<file path="src/rtl/fracn_pkg.sv">
package fracn_pkg;

    localparam int INT_W      = 16;
    localparam int MOD_W      = 12;
    localparam int PRE_LO     = 4;
    localparam int PRE_HI     = 8;
    localparam int INT_MIN_LO = 23;
    localparam int INT_MIN_HI = 75;
    localparam int MOD_MIN    = 2;
    localparam int DEF_MOD    = 2;

    localparam int N_W    = INT_W + 1;
    localparam int SH_LO  = $clog2(PRE_LO);
    localparam int SH_HI  = $clog2(PRE_HI);
    localparam int MAIN_W = N_W - SH_LO;
    localparam int SWL_W  = SH_HI;
    localparam int PCNT_W = $clog2(PRE_HI + 1);

    typedef enum logic {
        PRE_4_5 = 1'b0,
        PRE_8_9 = 1'b1
    } pre_mode_e;

    typedef struct packed {
        logic [INT_W-1:0] int_part;
        logic [MOD_W-1:0] frac;
        logic [MOD_W-1:0] modulus;
        pre_mode_e        mode;
    } div_cfg_t;

    function automatic logic cfg_legal(input div_cfg_t c);
        logic [INT_W-1:0] lo;
        lo = (c.mode == PRE_8_9) ? INT_W'(INT_MIN_HI) : INT_W'(INT_MIN_LO);
        return (c.modulus >= MOD_W'(MOD_MIN)) && (c.frac < c.modulus) &&
               (c.int_part >= lo);
    endfunction

    function automatic logic [PCNT_W-1:0] pre_len(input pre_mode_e m);
        return (m == PRE_8_9) ? PCNT_W'(PRE_HI) : PCNT_W'(PRE_LO);
    endfunction

endpackage

</file>
<file path="src/rtl/fracn_cfg_gate.sv">
module fracn_cfg_gate
    import fracn_pkg::*;
#(
    parameter int DEF_INT = 100
) (
    input  logic     clk,
    input  logic     rst,
    input  logic     load,
    input  div_cfg_t req,
    output div_cfg_t eff,
    output div_cfg_t act,
    output logic     mod_new,
    output logic     cfg_err
);

    localparam div_cfg_t CFG_DEF = '{
        int_part: INT_W'(DEF_INT),
        frac:     '0,
        modulus:  MOD_W'(DEF_MOD),
        mode:     PRE_4_5
    };

    logic legal;

    always_comb begin
        legal   = cfg_legal(req);
        eff     = legal ? req : act;
        mod_new = legal && (req.modulus != act.modulus);
    end

    always_ff @(posedge clk) begin
        if (rst) begin
            act     <= CFG_DEF;
            cfg_err <= 1'b0;
        end else if (load) begin
            if (legal) begin
                act <= req;
            end
            cfg_err <= !legal;
        end
    end

endmodule

</file>
<file path="src/rtl/fracn_accum.sv">
module fracn_accum
    import fracn_pkg::*;
(
    input  logic             clk,
    input  logic             rst,
    input  logic             load,
    input  logic             mod_new,
    input  logic [MOD_W-1:0] frac,
    input  logic [MOD_W-1:0] modulus,
    output logic             carry,
    output logic [MOD_W-1:0] acc_q
);

    logic [MOD_W-1:0] base;
    logic [MOD_W:0]   sum;
    logic [MOD_W:0]   nxt;

    always_comb begin
        base  = mod_new ? '0 : acc_q;
        sum   = {1'b0, base} + {1'b0, frac};
        carry = (sum >= {1'b0, modulus});
        nxt   = carry ? (sum - {1'b0, modulus}) : sum;
    end

    always_ff @(posedge clk) begin
        if (rst) begin
            acc_q <= '0;
        end else if (load) begin
            acc_q <= nxt[MOD_W-1:0];
        end
    end

endmodule

</file>
<file path="src/rtl/fracn_dm_counter.sv">
module fracn_dm_counter
    import fracn_pkg::*;
(
    input  logic              clk,
    input  logic              rst,
    input  logic              hold,
    input  logic [N_W-1:0]    n_div,
    input  pre_mode_e         mode,
    output logic              load,
    output logic              div_pulse,
    output logic              run_q,
    output logic [MAIN_W-1:0] main_q,
    output logic [SWL_W-1:0]  swal_q
);

    pre_mode_e         mode_q;
    logic [PCNT_W-1:0] pre_q;
    logic [MAIN_W-1:0] main_ld;
    logic [SWL_W-1:0]  swal_ld;
    logic [PCNT_W-1:0] pre_ld;
    logic [SWL_W-1:0]  swal_dec;
    logic [PCNT_W-1:0] p_run;
    logic              period_end;

    always_comb begin
        if (mode == PRE_8_9) begin
            main_ld = MAIN_W'(n_div >> SH_HI);
            swal_ld = SWL_W'(n_div[SH_HI-1:0]);
        end else begin
            main_ld = MAIN_W'(n_div >> SH_LO);
            swal_ld = SWL_W'(n_div[SH_LO-1:0]);
        end
        pre_ld     = (swal_ld != '0) ? pre_len(mode) : pre_len(mode) - PCNT_W'(1);
        swal_dec   = (swal_q != '0) ? swal_q - SWL_W'(1) : '0;
        p_run      = pre_len(mode_q);
        period_end = run_q && (pre_q == '0) && (main_q == MAIN_W'(1));
        load       = !rst && !hold && (!run_q || period_end);
    end

    always_ff @(posedge clk) begin
        if (rst || hold) begin
            run_q     <= 1'b0;
            pre_q     <= '0;
            main_q    <= '0;
            swal_q    <= '0;
            mode_q    <= PRE_4_5;
            div_pulse <= 1'b0;
        end else if (load) begin
            run_q     <= 1'b1;
            main_q    <= main_ld;
            swal_q    <= swal_ld;
            pre_q     <= pre_ld;
            mode_q    <= mode;
            div_pulse <= period_end;
        end else begin
            div_pulse <= 1'b0;
            if (pre_q == '0) begin
                main_q <= main_q - MAIN_W'(1);
                swal_q <= swal_dec;
                pre_q  <= (swal_dec != '0) ? p_run : p_run - PCNT_W'(1);
            end else begin
                pre_q <= pre_q - PCNT_W'(1);
            end
        end
    end

endmodule

</file>
<file path="src/rtl/fracn_fbdiv.sv">
module fracn_fbdiv
    import fracn_pkg::*;
#(
    parameter int DEF_INT = 100
) (
    input  logic             clk,
    input  logic             rst,
    input  logic             hold,
    input  logic [INT_W-1:0] div_int,
    input  logic [MOD_W-1:0] div_frac,
    input  logic [MOD_W-1:0] div_mod,
    input  logic             pre_sel,
    output logic             div_pulse,
    output logic             cfg_err
);

    div_cfg_t          req_cfg;
    div_cfg_t          eff_cfg;
    div_cfg_t          act_cfg;
    logic              mod_new;
    logic              carry;
    logic              load;
    logic              run_q;
    logic [MOD_W-1:0]  acc_q;
    logic [MAIN_W-1:0] main_q;
    logic [SWL_W-1:0]  swal_q;
    logic [N_W-1:0]    n_div;

    always_comb begin
        req_cfg.int_part = div_int;
        req_cfg.frac     = div_frac;
        req_cfg.modulus  = div_mod;
        req_cfg.mode     = pre_sel ? PRE_8_9 : PRE_4_5;
        n_div            = {1'b0, eff_cfg.int_part} + N_W'(carry);
    end

    fracn_cfg_gate #(.DEF_INT(DEF_INT)) u_cfg (
        .clk     (clk),
        .rst     (rst),
        .load    (load),
        .req     (req_cfg),
        .eff     (eff_cfg),
        .act     (act_cfg),
        .mod_new (mod_new),
        .cfg_err (cfg_err)
    );

    fracn_accum u_acc (
        .clk     (clk),
        .rst     (rst),
        .load    (load),
        .mod_new (mod_new),
        .frac    (eff_cfg.frac),
        .modulus (eff_cfg.modulus),
        .carry   (carry),
        .acc_q   (acc_q)
    );

    fracn_dm_counter u_cnt (
        .clk       (clk),
        .rst       (rst),
        .hold      (hold),
        .n_div     (n_div),
        .mode      (eff_cfg.mode),
        .load      (load),
        .div_pulse (div_pulse),
        .run_q     (run_q),
        .main_q    (main_q),
        .swal_q    (swal_q)
    );

endmodule

</file>
<file path="config.mk">
export PLATFORM = sky130hd
export DESIGN_NAME = fracn_fbdiv
export DESIGN_NICKNAME = d
export VERILOG_FILES = /design/src/rtl/fracn_pkg.sv /design/src/rtl/fracn_cfg_gate.sv /design/src/rtl/fracn_accum.sv /design/src/rtl/fracn_dm_counter.sv /design/src/rtl/fracn_fbdiv.sv
export SDC_FILE = /design/constraint.sdc
export NUM_CORES = 1
export LEC_CHECK = 0
export BUFFER_PORTS_ARGS = -buffer_cell sky130_fd_sc_hd__buf_4
export CAP_MARGIN = 0
export CORE_MARGIN = 10
export CORE_UTILIZATION = 55
export DETAILED_ROUTE_END_ITERATION = 16
export PLACE_DENSITY = 0.77
export SYNTH_ARGS = -nofsm -noshare
export SYNTH_HDL_FRONTEND = slang
export SYNTH_SLANG_ARGS = --single-unit
</file>
<file path="constraint.sdc">
create_clock -name clk -period 7.8 [get_ports clk]
set_input_delay 0.39 -clock clk [delete_from_list [all_inputs] [get_ports clk]]
set_output_delay 0.39 -clock clk [all_outputs]
set_load 0.02 [all_outputs]
</file>
==> results.cfg, run 1 <==
[floorplan]
initial_core_util = 0.570
fp.dieH_um = 124
pin_count = 46
rows = 37
dieArea_um2 = 15400
die_w_um = 124
coreArea_um2 = 10500

[outcome]
status = completed

[power]
seqPwrFrac = 0.363
power_mw = 1.27
p_int_mw = 0.771
p_sw_mw = 0.496
p_leak_nw = 2.78
p_sw_frac = 0.391
irDropWorstVdd_uv = 123
power_density_nw_per_um2 = 193
clkPwrFrac = 0.225
power_frac_comb = 0.412

[global_route]
grt_busiest_layer = met2
use_met3 = 0.0357
grtUsageTotal = 0.221
grt_pass1_vias = 5691
antenna_found_initial = 0
grt-ovfl-total = 0
grt_max_degree = 55
met1_usage = 0.260
met2_usage = 0.378
grt_pass1_wl_um = 27300

[setup_path]
slowest_delay_ns = 0.45
endpoint = u_cnt.main_q[12]
end_kind = flop
critPathTopFamily = compound AO/OA/AOI/OAI gates
ff2ff_path_depth = 28
start_kind = input pin
cp-startpoint = div_mod[2]
reg2reg_slack_ns = 1.35
path_class = input pin to flop
crit_cells = 34
worst-path-max-fanout = 9
slowest_stage = o41ai_1
required_ns = 8.12
cpMostUsedCell = ha_1
r2r_start = u_cfg.act[8]
cp_data_arrival_time_ns = 7.37
critical_path_buf_inv_count = 3
rr_endpoint = u_cnt.main_q[12]

[flow_run]
drv_cap = 0

[sta]
skew_ns = 0.0122
period_needed_ns = 7.05
relSlewSlack = 0.387
setup_viol = 0
worst_pin_slew_ns = 0.920
whs_ns = 0.262
fmax_mhz = 142
fin_setup_tns_ns = 0
rsz0062_at_grt = false
drv_slew = 0
hold_viol = 0
min_period_over_period = 0.904
fin_ws_ns = 0.746

[worst_hold_path]
hold_path.class = input pin to flop
hold_depth = 3

[routing]
route.vias.total = 5917
first_pass_iters = 6
wl_per_cell_um = 16.9
vias_per_cell = 6.03
drt_iter0_drc = 522
wl_um = 16600
drc = 0
ant_nets = 0

[cts]
root_buffer = clkbuf_8
cts-htree-levels = 3
post_cts_buffers = 0
clk_path_buf_depth = 2
clock_latency_ns = 0.38
cts_made_buffers = 9
clock_sinks = 79
cts_tree = built
clkTransAtPathRegs_ns = 0.08

[yosys]
synth_top_cell_area_share = 0.265
synth_area_leaders = dfxtp_1, ha_1, nand2_1
yosysSeqAreaShare = 0.265
syn-cell-area_um2 = 5970
synth_xor_area_frac = 0.0822
synth-simple-area-share = 0.252
async_reset_ff_frac = 0
ys.flop_type = dfxtp_1
yosys_warnings = 0
synth_cell_types = 62
muxShareOfSynthArea = 0.0189
synth_compound_area_frac = 0.226
syn_inst = 814
synth_top_family_by_area = simple AND/OR/NAND/NOR gates
avgSynthCellArea_um2 = 7.33
synth_area_leader_cell = dfxtp_1
synth_edf_count = 0
synthesis.nets = 908
synthAdderAreaFrac = 0.107
ys_ff_latch = 79

[place]
port_buffers = 45
hpwl_um = 12500
placed_area_um2 = 6380
pre_cts_slack_ns = 0.462
gp_congestion = 1.01
place_inst = 966

[finish]
final_common_cell = nand2_1
final_nets = 935
final_core_util = 0.626
syn_to_final_growth_pct = 9.75
fillerInstances = 965
drive_above_1_share = 0.102
stdcell_area_um2 = 6550
antenna_cells = 0
layout.cells.non_filler = 982
layout_common_cells = nand2_1, a21oi_1, dfxtp_1
## routing by layer
metal | part of all wire | wire length [µm]
met2 | 0.48 | 7930
met3 | 0.050 | 832
met4 | 0.040 | 657
met1 | 0.43 | 7180
met5 | 0 | 0
## power by group through the flow
stage	registers, mW	clock network (mW)	logic (mW)
global placement	0.468	0	0.496
finish	0.461	0.285	0.522
global route	0.465	0.306	0.578
floorplan	0.463	0	0.384
detailed placement	0.469	0	0.513
CTS	0.460	0.290	0.517
## flip-flops by register name, indices dropped and copies added, names as in the netlist
register         cells
u_cnt.pre_q          4
u_cnt.mode_q         1
u_cnt.div_pulse      1
u_cnt.swal_q         3
u_cnt.run_q          1
u_cnt.main_q        15
u_cfg.act           41
u_acc.acc_q         12
u_cfg.cfg_err        1
## cells by family (layout without fill, tap and decap cells)
family | after synthesis | count (layout)
AO/OA/AOI/OAI | 219 | 219
flip-flops | 79 | 79
XOR/XNOR | 56 | 56
buffers and inverters | 71 | 103
adder cells (fa/ha/maj) | 50 | 50
multiplexers | 11 | 11
AND/OR/NAND/NOR | 328 | 328
## worst min-delay path by stage
stage                               from              to
final                         div_int[2]   u_cfg.act[27]
after detailed placement  u_acc.acc_q[0]  u_acc.acc_q[0]
after global routing         div_frac[4]   u_cfg.act[17]
after CTS                     div_int[2]   u_cfg.act[27]
after global placement    u_acc.acc_q[0]  u_acc.acc_q[0]
after floorplan           u_acc.acc_q[0]  u_acc.acc_q[0]
## area by class of cell
| class | count | area (µm²) | share of cell area |
|---|---|---|---|
| Clock buffer | 14 | 153 | 0.0233 |
| Clock inverter | 2 | 16.3 | 0.00248 |
| Inverter | 33 | 124 | 0.0189 |
| Multi-Input combinational cell | 664 | 4100 | 0.625 |
| Sequential cell | 79 | 1580 | 0.241 |
| Tap cell | 136 | 170 | 0.0260 |
| Timing Repair Buffer | 54 | 409 | 0.0625 |
## repair_timing
item,CTS,global route
hold endpoints to repair,0,0
hold buffers,0,0
gates resized for setup,0,1
setup endpoints to repair,0,2
## worst min-delay path: stages
cell     delay (ns)
buf_4          0.12
nand2_1        0.05
o21ai_0        0.06
## Yosys cell counts (all sizes together) (7+ instances only)
library cell / instances
nand2: 154
a21oi: 89
dfxtp: 79
nor2: 67
ha: 48
o21ai: 47
inv: 32
xnor2: 28
xor2: 28
a211oi: 25
clkbuf: 23
nor3: 19
nand3: 17
buf: 15
nor2b: 14
nor4: 13
nand4: 10
mux2i: 9
a21o: 8
and3: 8
a31oi: 7
No activity file was read; power rests on OpenSTA's default activity.
==> run 2, diff against run 1 <==
PLACE_DENSITY = 0.76   (was 0.77)
REMOVE_ABC_BUFFERS = 1   (was unset)
SYNTH_HIERARCHICAL = 1   (was unset)
==> run 2 against run 1 <==
Compared with the run above: utilization fell by 1.1 points; critical endpoint is now u_cnt/main_q[13]; final area rose by 19%; highest routed layer unchanged; sequential cell count unchanged; largest power group unchanged; die area increased by 17%.
==> results.cfg, run 2 <==
[outcome]
status = completed

[finish]
largest_reg_flops = 41
drive_above_1_share = 0.206
reg.largest.list = u_cfg/act x41, u_cnt/main_q x15, u_acc/acc_q x12
syn_to_final_growth_pct = 8.56
final_common_cell = dfxtp_1
final_nets = 910
final_core_util = 0.615
layout_common_cells = dfxtp_1, nand2b_1, buf_4, mux2i_1, ha_1
antenna_cells = 0
regMostFlops = u_cfg/act

[cts]
cts_made_buffers = 9
holdBufCountCts = 0
cts_tree = built
clkTransAtPathRegs_ns = 0.06
ctsResizeCount = 0
post_cts_buffers = 0
clock_latency_ns = 0.35
clk_path_buf_depth = 2
cts-htree-levels = 3
clock_sinks = 79
root_buffer = clkbuf_16

[sta]
setup_viol = 0
hold_viol = 0
min_period_over_period = 0.927
skew_ns = 0.00797
relSlewSlack = 0.193
fin_ws_ns = 0.572
fmax_mhz = 138
rsz0062_at_grt = false
drv_slew = 0
worst_pin_slew_ns = 1.21
period_needed_ns = 7.23

[global_route]
grt_pass1_vias = 5884
grtUsageTotal = 0.199
grt-ovfl-total = 0
grt_pass1_wl_um = 29900
grt_max_degree = 96
antenna_found_initial = 0

[worst_hold_path]
hp-start = div_int[14]
hold_path.class = input pin to flop

[yosys]
async_reset_ff_frac = 0
synth_cell_types = 83
avgSynthCellArea_um2 = 9.07
synth_top_cell_area_share = 0.220
yosys_warnings = 6
syn_inst = 794
ys.flop_type = dfxtp_1
synthTopCellsByCount = dfxtp_1, nand2b_1, mux2i_1
synth_area_leaders = dfxtp_1, ha_1, mux2_4
syn-cell-area_um2 = 7200
ys_ff_latch = 79
yosysSeqAreaShare = 0.220
synth_edf_count = 0
synth_area_leader_cell = dfxtp_1
yosysMostFrequentCell = dfxtp_1

[floorplan]
fp.dieH_um = 134
initial_core_util = 0.566
coreArea_um2 = 12700
dieArea_um2 = 18100
pin_count = 46
rows = 41
die_w_um = 134

[setup_path]
cp_data_arrival_time_ns = 7.43
path_class = input pin to flop
slowest_stage = or3b_4
cp-startpoint = pre_sel
start_kind = input pin
critPathTopFamily = compound AO/OA/AOI/OAI gates
cpMostUsedCell = ha_1
required_ns = 8.01
worst-path-max-fanout = 27
end_kind = flop
slowest_delay_ns = 0.52
r2r_start = u_cfg/act[6]
critical_path_buf_inv_count = 4

[place]
gp_congestion = 0.963
hpwl_um = 13600
port_buffers = 45
pre_cts_slack_ns = 0.281

[routing]
wl_per_cell_um = 18.2
drt_iter0_drc = 651
first_pass_iters = 6
drc = 0
wl_um = 18000
route.vias.total = 5988
ant_nets = 0
vias_per_cell = 6.04

[flow_run]
drv_cap = 0

[power]
p_leak_nw = 3.26
irDropWorstVdd_uv = 138
power_density_nw_per_um2 = 204
==> run 2: cell count changes after synthesis, moves of 12 or more <==
cell | before | now
a21oi_1 | 88 | 31
inv_1 | 31 | 47
mux2_2 | 2 | 16
mux2_4 | 0 | 38
mux2i_1 | 9 | 50
nand2_1 | 153 | 30
nand2b_1 | 5 | 65
nor2_1 | 66 | 46
nor2b_1 | 14 | 26
o21ai_0 | 45 | 23
o21ai_1 | 0 | 12
o41ai_2 | 0 | 12
==> run 2: metal layers <==
metal / GRT usage / wire length, µm / vias to the layer above
met3: 0.0344 / 925 / 24
met1: 0.263 / 8340 / 2875
met4: 0.0762 / 375 / 0
met5: 0 / 0 / -
met2: 0.314 / 8380 / 182
li1: - / - / 2907
==> run 2: worst paths after layout <==
kind                            slack (ns)  cells after the start          endpoint
worst min register to register        0.48                      2      u_cnt/mode_q
worst max-delay path                  0.57                     32  u_cnt/main_q[13]
worst min-delay path                  0.32                      3     u_cfg/act[39]
worst max register to register        1.36                     26  u_cnt/main_q[13]
==> run 2: kinds of logic (layout without fill, tap and decap cells) <==
kind of cell	Yosys count	after routing	share of synthesized area
buffers and inverters	88	114	0.0646
adder cells (fa/ha/maj)	51	51	0.0907
flip-flops	79	79	0.220
multiplexers	105	105	0.175
AO/OA/AOI/OAI	160	160	0.173
XOR/XNOR	47	47	0.0572
AND/OR/NAND/NOR	264	264	0.219
==> run 2: where the power goes <==
part	switching, mW	internal [mW]	leakage, nW
combinational	0.393	0.302	2.48
clock	0.185	0.252	0.144
sequential	0.0281	0.432	0.645
total	0.606	0.986	3.26
==> run 2: stage by stage <==
| stage | area [µm²] | cells | total power [mW] | setup TNS, ns | hold slack [ns] |
|---|---|---|---|---|---|
| after floorplan | 6920 | 754 | 0.983 | -10.86 | 0.442 |
| after global placement | 7510 | 976 | 1.12 | 0 | 0.458 |
| after detailed placement | 7510 | 976 | 1.14 | 0 | 0.467 |
| after CTS | 7820 | 992 | 1.59 | 0 | 0.313 |
| after global routing | 7820 | 992 | 1.68 | 0 | 0.327 |
| final | 7820 | 992 | 1.59 | 0 | 0.323 |
==> run 2: area by class of cell <==
| cell class | count | area [µm²] |
|---|---|---|
| Timing Repair Buffer | 50 | 375 |
| Multi-Input combinational cell | 627 | 5160 |
| Sequential cell | 79 | 1580 |
| Fill cell | 1124 | 4900 |
| Clock inverter | 7 | 78.8 |
| Clock buffer | 9 | 225 |
| Inverter | 48 | 180 |
| Tap cell | 172 | 215 |
==> run 2: worst register-to-register path: cells and delay by family (launching register included) <==
| family | cells | cell delay, ns |
|---|---|---|
| compound gates | 9 | 2.02 |
| xor+xnor | 1 | 0.18 |
| fa+ha+maj | 5 | 1.54 |
| buf+inv | 2 | 0.29 |
| flops | 1 | 0.34 |
| mux | 1 | 0.27 |
| simple gates | 8 | 1.68 |
==> run 3, diff against run 2 <==
CAP_MARGIN = 20   (was 0)
MAX_ROUTING_LAYER = met4   (was unset)
==> run 3 against run 2 <==
Compared with the run above: clock skew barely moved; combinational power barely moved; power up 1.8%; maximum frequency grew 0.21%; critical path depth unchanged; utilization rose by 0.27 points; critical path type unchanged; highest routed layer unchanged.
==> results.cfg, run 3 (same netlist as run 2, synthesis figures left out) <==
[worst_hold_path]
hold_depth = 3
hp-start = div_int[5]
worst_hold_path.endpoint = u_cfg/act[30]
hold_path.class = input pin to flop

[power]
p_leak_nw = 3.28
power_mw = 1.62
power_density_nw_per_um2 = 206
irDropWorstVdd_uv = 133

[routing]
first_pass_iters = 7
drt_iter0_drc = 438
met2_length_um = 8410
drc = 0
route.vias.total = 5931
highest_layer = met4
drt-met1-wl_um = 8780
ant_nets = 0
vias_per_cell = 5.98
wl_um = 18300
wl_met3_um = 778
wl_per_cell_um = 18.4

[setup_path]
required_ns = 8.02
ff2ff_path_depth = 26
slowest_delay_ns = 0.54
path_class = input pin to flop
reg2reg_slack_ns = 1.40
cp_data_arrival_time_ns = 7.43
worst-path-max-fanout = 27
rr_endpoint = u_cnt/main_q[11]
start_kind = input pin
cpMostUsedCell = ha_1
r2r_start = u_cfg/act[6]
slowest_stage = or3b_4
end_kind = flop

[finish]
largest_reg_flops = 41
antenna_cells = 0
layout.cells.non_filler = 992
drive_above_1_share = 0.206
final_nets = 911
syn_to_final_growth_pct = 9.03
final_common_cell = dfxtp_1
layout_common_cells = dfxtp_1, nand2b_1, buf_4, mux2i_1, ha_1
regMostFlops = u_cfg/act
reg.largest.list = u_cfg/act x41, u_cnt/main_q x15, u_acc/acc_q x12

[sta]
skew_ns = 0.00801
rsz0062_at_grt = false
drv_slew = 0
whs_ns = 0.329
hold_viol = 0
fin_setup_tns_ns = 0
fin_ws_ns = 0.587
period_needed_ns = 7.21
min_period_over_period = 0.925
setup_viol = 0
worst_pin_slew_ns = 0.959
fmax_mhz = 139
relSlewSlack = 0.358

[floorplan]
rows = 41
pin_count = 46
initial_core_util = 0.566
coreArea_um2 = 12700
fp.dieH_um = 134
dieArea_um2 = 18100
die_w_um = 134

[flow_run]
drv_cap = 0

[global_route]
grtUsageTotal = 0.207
antenna_found_initial = 0
grt_max_degree = 95
grt_pass1_vias = 5850
grt-ovfl-total = 0
grt_pass1_wl_um = 30000

[cts]
root_buffer = clkbuf_16
cts-htree-levels = 3
clkTransAtPathRegs_ns = 0.07
clock_sinks = 79
cts_made_buffers = 9
post_cts_buffers = 0
clock_latency_ns = 0.35
cts_tree = built
clk_path_buf_depth = 2
holdBufCountCts = 0
ctsResizeCount = 0

[place]
place_inst = 977
hpwl_um = 13900
gp_congestion = 0.954
port_buffers = 45
pre_cts_slack_ns = 0.247

[outcome]
status = completed
[run 3: changes by cell type in the layout (fill, tap and decap cells not counted), sizes merged]
cell / previous run / this run
buf: 50 / 51
bufinv: 1 / 2
clkinv: 2 / 1
inv: 50 / 49
[run 3: metrics by stage]
step                      utilization  instance area (µm²)
after floorplan                     -                 6920
after global placement          0.591                 7510
after detailed placement        0.592                 7530
after CTS                       0.617                 7850
after global routing            0.617                 7850
final                           0.617                 7850
[run 3: area by class of cell]
type	count	area (µm²)
Fill cell	1130	4870
Multi-Input combinational cell	627	5160
Inverter	48	180
Clock inverter	6	92.6
Sequential cell	79	1580
Tap cell	172	215
Timing Repair Buffer	51	395
Clock buffer	9	225
[run 3: how the worst max path moves through the flow]
stage             from               end  slack, ns  depth (start not counted)
6_report       pre_sel  u_cnt/main_q[11]       0.59                         32
5_1_grt        pre_sel  u_cnt/main_q[11]       0.13                         32
4_1_cts        pre_sel  u_cnt/main_q[11]       0.60                         32
3_5_place_dp   pre_sel  u_cnt/main_q[11]       0.25                         32
3_3_place_gp   pre_sel   u_cnt/main_q[9]       0.59                         32
2_1_floorplan  pre_sel  u_cnt/main_q[11]      -0.77                         30
[run 3: power by group]
group | switching, mW | total, mW | internal [mW]
logic | 0.394 | 0.697 | 0.303
registers | 0.0277 | 0.460 | 0.432
clock network | 0.183 | 0.463 | 0.281
[run 3: critical path, delay by kind of cell]
kind / cells / cell delay, ns
and+or+nand+nor: 8 / 2.03
xor gates and xnor gates: 1 / 0.12
buffers and inverters: 4 / 0.52
adders and majority gates: 6 / 1.81
AOI/OAI and AO/OA: 12 / 2.28
muxes: 1 / 0.28
[run 3: per-layer routing]
metal,GRT usage,vias to the layer above
met5,-,-
met4,0.0659,0
met3,0.0284,25
met2,0.326,166
met1,0.268,2809
li1,-,2931
